### src/rtl/ket_pkg.sv
package ket_pkg;

  typedef enum logic [1:0] {
    ST_IDLE,
    ST_REL,
    ST_PRS,
    ST_FIN
  } ket_state_e;

  // row index of a packed scancode
  function automatic int row_of(int code, int col_w);
    return code >> col_w;
  endfunction

  // column index of a packed scancode
  function automatic int col_of(int code, int col_w);
    return code & ((1 << col_w) - 1);
  endfunction

  // move a scancode onto the function layer (one full key space up)
  function automatic int layer_shift(int code, bit on, int sc_w);
    return on ? code + (1 << sc_w) : code;
  endfunction

endpackage

### src/rtl/ket_prep.sv
module ket_prep #(
  parameter int SLOTS   = 8,
  parameter int SC_W    = 7,
  parameter int CNT_W   = 4,
  parameter int FN_CODE = 127
) (
  input  logic [SLOTS*SC_W-1:0] raw_codes,
  input  logic [CNT_W-1:0]      raw_cnt,
  input  logic                  fn_en,
  output logic [SLOTS*SC_W-1:0] kept_codes,
  output logic [CNT_W-1:0]      kept_cnt,
  output logic                  fn_hit
);

  logic [SC_W-1:0]  cd;
  logic [CNT_W-1:0] pos;

  // drop the function key when the layer is on, compact the rest in order
  always_comb begin
    kept_codes = '0;
    pos        = '0;
    fn_hit     = 1'b0;
    cd         = '0;
    for (int i = 0; i < SLOTS; i++) begin
      cd = raw_codes[i*SC_W +: SC_W];
      if (i < int'(raw_cnt)) begin
        if (fn_en && (cd == SC_W'(FN_CODE))) begin
          fn_hit = 1'b1;
        end else begin
          kept_codes[int'(pos)*SC_W +: SC_W] = cd;
          pos = pos + 1'b1;
        end
      end
    end
    kept_cnt = pos;
  end

endmodule

### src/rtl/ket_ghost.sv
module ket_ghost #(
  parameter int SLOTS = 8,
  parameter int SC_W  = 7,
  parameter int COL_W = 3,
  parameter int CNT_W = 4
) (
  input  logic [SLOTS*SC_W-1:0] codes,
  input  logic [CNT_W-1:0]      cnt,
  input  logic                  en,
  output logic                  ghost
);

  logic [SLOTS-1:0] pivot_hit;

  // one pivot per slot: needs a later key in its row and a later key in its column
  for (genvar gi = 0; gi < SLOTS; gi++) begin : g_pivot
    logic row_seen, col_seen;
    int   ci, cj;
    always_comb begin
      row_seen = 1'b0;
      col_seen = 1'b0;
      ci = int'(codes[gi*SC_W +: SC_W]);
      cj = 0;
      for (int j = gi + 1; j < SLOTS; j++) begin
        cj = int'(codes[j*SC_W +: SC_W]);
        if (j < int'(cnt)) begin
          if (ket_pkg::row_of(cj, COL_W) == ket_pkg::row_of(ci, COL_W)) row_seen = 1'b1;
          if (ket_pkg::col_of(cj, COL_W) == ket_pkg::col_of(ci, COL_W)) col_seen = 1'b1;
        end
      end
      pivot_hit[gi] = (gi < int'(cnt)) && row_seen && col_seen;
    end
  end

  assign ghost = en && (int'(cnt) >= 3) && (|pivot_hit);

endmodule

### src/rtl/ket_emit.sv
module ket_emit #(
  parameter int SLOTS = 8,
  parameter int EV_W  = 8,
  parameter int CNT_W = 4
) (
  input  logic                  clk,
  input  logic                  rst_n,
  input  logic                  scan_valid,
  output logic                  scan_ready,
  input  logic [SLOTS*EV_W-1:0] new_codes,
  input  logic [CNT_W-1:0]      new_cnt,
  input  logic                  ghost,
  output logic                  ev_valid,
  input  logic                  ev_ready,
  output logic [EV_W-1:0]       ev_code,
  output logic                  ev_press,
  output logic                  scan_done
);
  import ket_pkg::*;

  ket_state_e            state_q;
  logic [SLOTS*EV_W-1:0] held_q, new_q;
  logic [CNT_W-1:0]      held_cnt_q, new_cnt_q, idx_q, idx_sel;
  logic                  ghost_q;

  logic            scan_take, ev_take, rel_end, prs_end, still_held;
  logic [EV_W-1:0] cur_held, cur_new;

  assign scan_take = scan_valid && scan_ready;
  assign ev_take   = ev_valid && ev_ready;
  assign idx_sel   = (int'(idx_q) < SLOTS) ? idx_q : '0;
  assign cur_held  = held_q[int'(idx_sel)*EV_W +: EV_W];
  assign cur_new   = new_q[int'(idx_sel)*EV_W +: EV_W];
  assign rel_end   = (state_q == ST_REL) && (idx_q == held_cnt_q);
  assign prs_end   = (state_q == ST_PRS) && (idx_q == new_cnt_q);

  // is the held key under the release cursor also in the new set
  always_comb begin
    still_held = 1'b0;
    for (int k = 0; k < SLOTS; k++) begin
      if ((k < int'(new_cnt_q)) && (new_q[k*EV_W +: EV_W] == cur_held)) still_held = 1'b1;
    end
  end

  always_ff @(posedge clk or negedge rst_n) begin
    if (!rst_n) begin
      state_q    <= ST_IDLE;
      held_q     <= '0;
      new_q      <= '0;
      held_cnt_q <= '0;
      new_cnt_q  <= '0;
      idx_q      <= '0;
      ghost_q    <= 1'b0;
    end else begin
      unique case (state_q)
        ST_IDLE: begin
          if (scan_take) begin
            new_q     <= new_codes;
            new_cnt_q <= new_cnt;
            ghost_q   <= ghost;
            idx_q     <= '0;
            state_q   <= ghost ? ST_FIN : ST_REL;
          end
        end
        ST_REL: begin
          if (rel_end) begin
            idx_q   <= '0;
            state_q <= ST_PRS;
          end else if (still_held || ev_take) begin
            idx_q <= idx_q + 1'b1;
          end
        end
        ST_PRS: begin
          if (prs_end) state_q <= ST_FIN;
          else if (ev_take) idx_q <= idx_q + 1'b1;
        end
        ST_FIN: begin
          if (!ghost_q) begin
            held_q     <= new_q;
            held_cnt_q <= new_cnt_q;
          end
          state_q <= ST_IDLE;
        end
        default: state_q <= ST_IDLE;
      endcase
    end
  end

  assign scan_ready = (state_q == ST_IDLE);
  assign ev_valid   = ((state_q == ST_REL) && !rel_end && !still_held) ||
                      ((state_q == ST_PRS) && !prs_end);
  assign ev_code    = (state_q == ST_REL) ? cur_held : cur_new;
  assign ev_press   = (state_q == ST_PRS);
  assign scan_done  = (state_q == ST_FIN);


  ev_hold_chk: assert property (@(posedge clk) disable iff (!rst_n)
    ev_valid && !ev_ready |=> ev_valid && $stable(ev_code) && $stable(ev_press));


  rel_order_chk: assert property (@(posedge clk) disable iff (!rst_n)
    ev_take && ev_press |=> !(ev_valid && !ev_press));


  ghost_skip_chk: assert property (@(posedge clk) disable iff (!rst_n)
    scan_take && ghost |=> scan_done && !ev_valid);


  done_idle_chk: assert property (@(posedge clk) disable iff (!rst_n)
    scan_done |=> scan_ready && !ev_valid);


  busy_chk: assert property (@(posedge clk) disable iff (!rst_n)
    ev_valid |-> !scan_ready);


  empty_clear_chk: assert property (@(posedge clk) disable iff (!rst_n)
    scan_done && !ghost_q && (new_cnt_q == '0) |=> (held_cnt_q == '0));

endmodule

### src/rtl/ket_tracker.sv
module ket_tracker #(
  parameter int SLOTS   = 8,
  parameter int ROW_W   = 4,
  parameter int COL_W   = 3,
  parameter int FN_CODE = 127
) (
  input  logic                                   clk,
  input  logic                                   rst_n,
  input  logic                                   ghost_en,
  input  logic                                   fn_en,
  input  logic                                   scan_valid,
  output logic                                   scan_ready,
  input  logic [$clog2(SLOTS+1)-1:0]             scan_cnt,
  input  logic [SLOTS*(ROW_W+COL_W)-1:0]         scan_codes,
  output logic                                   ev_valid,
  input  logic                                   ev_ready,
  output logic [ROW_W+COL_W:0]                   ev_code,
  output logic                                   ev_press,
  output logic                                   scan_done
);

  localparam int SC_W  = ROW_W + COL_W;
  localparam int EV_W  = SC_W + 1;
  localparam int CNT_W = $clog2(SLOTS + 1);

  logic [SLOTS*SC_W-1:0] kept_codes;
  logic [SLOTS*EV_W-1:0] lay_codes;
  logic [CNT_W-1:0]      kept_cnt;
  logic                  fn_hit, ghost;

  ket_prep #(.SLOTS(SLOTS), .SC_W(SC_W), .CNT_W(CNT_W), .FN_CODE(FN_CODE)) u_prep (
    .raw_codes (scan_codes),
    .raw_cnt   (scan_cnt),
    .fn_en     (fn_en),
    .kept_codes(kept_codes),
    .kept_cnt  (kept_cnt),
    .fn_hit    (fn_hit)
  );

  ket_ghost #(.SLOTS(SLOTS), .SC_W(SC_W), .COL_W(COL_W), .CNT_W(CNT_W)) u_ghost (
    .codes(kept_codes),
    .cnt  (kept_cnt),
    .en   (ghost_en),
    .ghost(ghost)
  );

  for (genvar k = 0; k < SLOTS; k++) begin : g_layer
    assign lay_codes[k*EV_W +: EV_W] =
      EV_W'(ket_pkg::layer_shift(int'(kept_codes[k*SC_W +: SC_W]), fn_hit, SC_W));
  end

  ket_emit #(.SLOTS(SLOTS), .EV_W(EV_W), .CNT_W(CNT_W)) u_emit (
    .clk       (clk),
    .rst_n     (rst_n),
    .scan_valid(scan_valid),
    .scan_ready(scan_ready),
    .new_codes (lay_codes),
    .new_cnt   (kept_cnt),
    .ghost     (ghost),
    .ev_valid  (ev_valid),
    .ev_ready  (ev_ready),
    .ev_code   (ev_code),
    .ev_press  (ev_press),
    .scan_done (scan_done)
  );

endmodule

### config.mk
export PLATFORM = sky130hd
export DESIGN_NAME = ket_tracker
export DESIGN_NICKNAME = d
export VERILOG_FILES = /design/src/rtl/ket_pkg.sv /design/src/rtl/ket_prep.sv /design/src/rtl/ket_ghost.sv /design/src/rtl/ket_emit.sv /design/src/rtl/ket_tracker.sv
export SDC_FILE = /design/constraint.sdc
export NUM_CORES = 1
export LEC_CHECK = 0
export BUFFER_PORTS_ARGS = -buffer_cell sky130_fd_sc_hd__buf_2
export CAP_MARGIN = 30
export CELL_PAD_IN_SITES_DETAIL_PLACEMENT = 1
export CELL_PAD_IN_SITES_GLOBAL_PLACEMENT = 2
export CORE_ASPECT_RATIO = 0.6
export CORE_MARGIN = 2
export CORE_UTILIZATION = 43
export CTS_CLUSTER_DIAMETER = 30
export DETAILED_ROUTE_END_ITERATION = 8
export GPL_TIMING_DRIVEN = 0
export PLACE_DENSITY_LB_ADDON = 0.1
export SLEW_MARGIN = 5
export SYNTH_ARGS = -nofsm -noshare
export SYNTH_HDL_FRONTEND = slang
export SYNTH_SLANG_ARGS = --single-unit
### constraint.sdc
create_clock -name clk -period 5.86 [get_ports clk]
set_clock_uncertainty 0.05 [all_clocks]
set_input_delay 0.879 -clock clk [delete_from_list [all_inputs] [get_ports clk]]
set_output_delay 0.879 -clock clk [all_outputs]
set_load 0.02 [all_outputs]
==> reports/metrics.yaml <==
clocking:
  cts_root_buf: "clkbuf_16"
  cts_max_level: 4
  cts_buffers: 17
  cts_tree: "built"
  clk_pin_slew_ns: 0.06
  clock_sinks: 129
  cts_max_path_buffers: 2
  cts_hold_buf: 0
  clkLatencyLatePin_ns: 0.45
placement:
  dp.cells: 2469
  numPortBuffers: 61
  place_congestion: 0.980
  dpl.hpwl_um: 62200
sta:
  max_freq_mhz: 134
  tns_ns: -14.17
  rsz0062_at_grt: "yes"
  maxSlewViolCount: 0
  slew_headroom: 0.288
  tightest_slew_ns: 1.07
  hold_viol_final: 0
  finalCriticalPeriod_ns: 7.49
  setup-violations-final: 54
  period_share: 1.28
  worst_slack_ns: -1.63
floorplanning:
  num_rows: 55
  die-width_um: 255
  initial_utilization: 0.433
  dieArea_um2: 39300
  core_area_um2: 37400
  dieHeight_um: 154
  design.portCount: 78
logic_synthesis:
  syn_area_um2: 16200
  syn_inst: 1883
  synth-seq-cells: 129
  dominantRegCellSynth: "dfrtp_1"
  synth_common_cells: "179 x nand2_1, 143 x xor2_1, 131 x mux2_2"
  synth_top_cell_by_area: "dfrtp_1"
  yosysMostFrequentCell: "nand2_1"
  synth_cell_type_count: 103
  synth-seq-area-share: 0.199
  synth.top_cell.area_share: 0.199
  synth_edf_count: 0
  yosys-top-cells-area: "dfrtp_1 20%, mux2_2 9.1%, xor2_1 7.7%"
  synthArstFlopShare: 1.00
  postSynthAreaPerCell_um2: 8.60
  synth.net_count: 1979
  yosys_warnings: 0
flow_run:
  maxCapViolCount: 0
outcome:
  status: "finished, violations left"
  violations: "setup timing"
worst_setup_path:
  crit_path_end_kind: "flip-flop"
  r2r_slack_ns: 0.72
  critPathRequiredTime_ns: 6.11
  crit_arrival_ns: 7.74
  crit_fanout: 10
  critical_path.max_stage_delay_ns: 0.55
  slowest_stage: "or4b_4"
  worstSetupPathType: "in -> reg"
  cp-start-kind: "input port"
  crit_top_cell: "ha_4"
  critical_path_buf_inv_count: 7
  critical-path-top-delay-family: "compound AO/OA/AOI/OAI gates"
cells_and_area:
  multi_input_area_um2: 13800
  fin_cells: 2750
  final_nets: 2320
  antennaDiodeCount: 0
  layout-drive-gt1-share: 0.375
  seq_area_um2: 3230
  fill_cells: 4216
  area_growth_pct: 37.0
route:
  antenna_left: 0
  routed_wirelength_um: 91400
  post_drt_wl_per_cell_um: 33.3
  viasPerCell: 6.90
  vias: 19000
  drc: 0
  drt-initial-drc-count: 2468
  dr.pass1.iters: 7
grt:
  gr-total-overflow: 0
  antenna_found_initial: 3
  grt_usage: 0.426
  grt_pass1_vias: 17400
  grt_pass1_wl_um: 122000
  grt_max_degree: 74
pwr:
  powerDensity_nw_per_um2: 496
  vdd.ir_drop.worst_v: 0.000309
  leakagePower_nw: 9.06
worst_hold_path:
  hold_class: "in -> async"
==> cells by family (layout without fill, tap and decap cells) <==
logic type / count (synthesis) / count (layout) / synth area share
compound gates: 477 / 477 / 0.221
xor+xnor: 279 / 279 / 0.155
flops: 129 / 129 / 0.199
buf+inv: 167 / 521 / 0.0463
simple gates: 579 / 579 / 0.185
fa+ha+maj: 30 / 30 / 0.0232
mux: 222 / 222 / 0.170
==> where the power goes <==
group          switching, mW  internal [mW]  leakage [nW]
logic                   4.72           3.31          7.06
clock network          0.463          0.715         0.295
registers              0.565           1.23          1.71
total                   5.75           5.26          9.06
==> registers in the layout, summed over array words and instances, names as in the netlist <==
signal / flops
u_emit.new_q: 57
u_emit.held_q: 57
u_emit.new_cnt_q: 4
u_emit.state_q: 2
u_emit.held_cnt_q: 4
u_emit.ghost_q: 1
u_emit.idx_q: 4
==> metrics by stage <==
| step | setup slack (ns) | total power, mW | hold slack (ns) | cell area, µm² | utilization |
|---|---|---|---|---|---|
| final | -1.63 | 11.0 | 0.345 | 22200 | 0.594 |
| after global placement | -3.89 | 7.37 | 0.423 | 17700 | 0.475 |
| after global routing | -1.67 | 11.3 | 0.370 | 22200 | 0.594 |
| after detailed placement | -3.78 | 7.59 | 0.444 | 17800 | 0.477 |
| after floorplan | -1.48 | 5.65 | 0.408 | 16800 | - |
| after CTS | -1.17 | 9.66 | 0.367 | 20400 | 0.547 |
==> cell usage in the layout, fill, tap and decap left out, drive strengths merged, types with 50 or more instances in the layout <==
master	synthesis	routed
a21oi	72	72
buf	54	384
nor3	50	50
nor2	78	78
dfrtp	129	129
xor2	145	145
nand2	179	179
xnor2	132	132
clkbuf	79	91
nand4	62	62
o21ai	112	112
nand3	67	67
mux2	132	132
mux2i	83	83
==> layout make-up <==
class	count	area share
Timing Repair Buffer	334	0.135
Buffer	121	0.0353
Inverter	34	0.00604
Sequential cell	129	0.146
Clock inverter	12	0.00829
Tap cell	513	0.0289
Multi-Input combinational cell	1587	0.621
Clock buffer	20	0.0197
==> path summary, 6_finish.rpt <==
kind / depth (start not counted) / end / start
max: 34 / u_emit.ghost_q / scan_cnt[3]
min: 1 / u_emit.idx_q[0] / rst_n
max reg2reg: 16 / u_emit.idx_q[3] / u_emit.idx_q[2]
min reg2reg: 1 / u_emit.held_q[14] / u_emit.held_q[14]
max in group asynchronous: 2 / u_emit.new_q[5] / rst_n
min in group clk: 1 / u_emit.held_q[14] / u_emit.held_q[14]
==> repair_timing <==
action,in CTS,in global routing
cloned,1,0
pin swaps,63,34
buffers inserted,137,121
endpoints found under the setup margin,62,60
resized for setup,175,190
==> metal layers <==
layer,global-route usage,up-vias,share of wire
met3,0.182,271,0.15
li1,-,7717,-
met1,0.642,9563,0.43
met5,0,-,0.0014
met4,0.0844,6,0.032
met2,0.549,1410,0.39
Note: power is estimated with default switching activity, not from simulation.
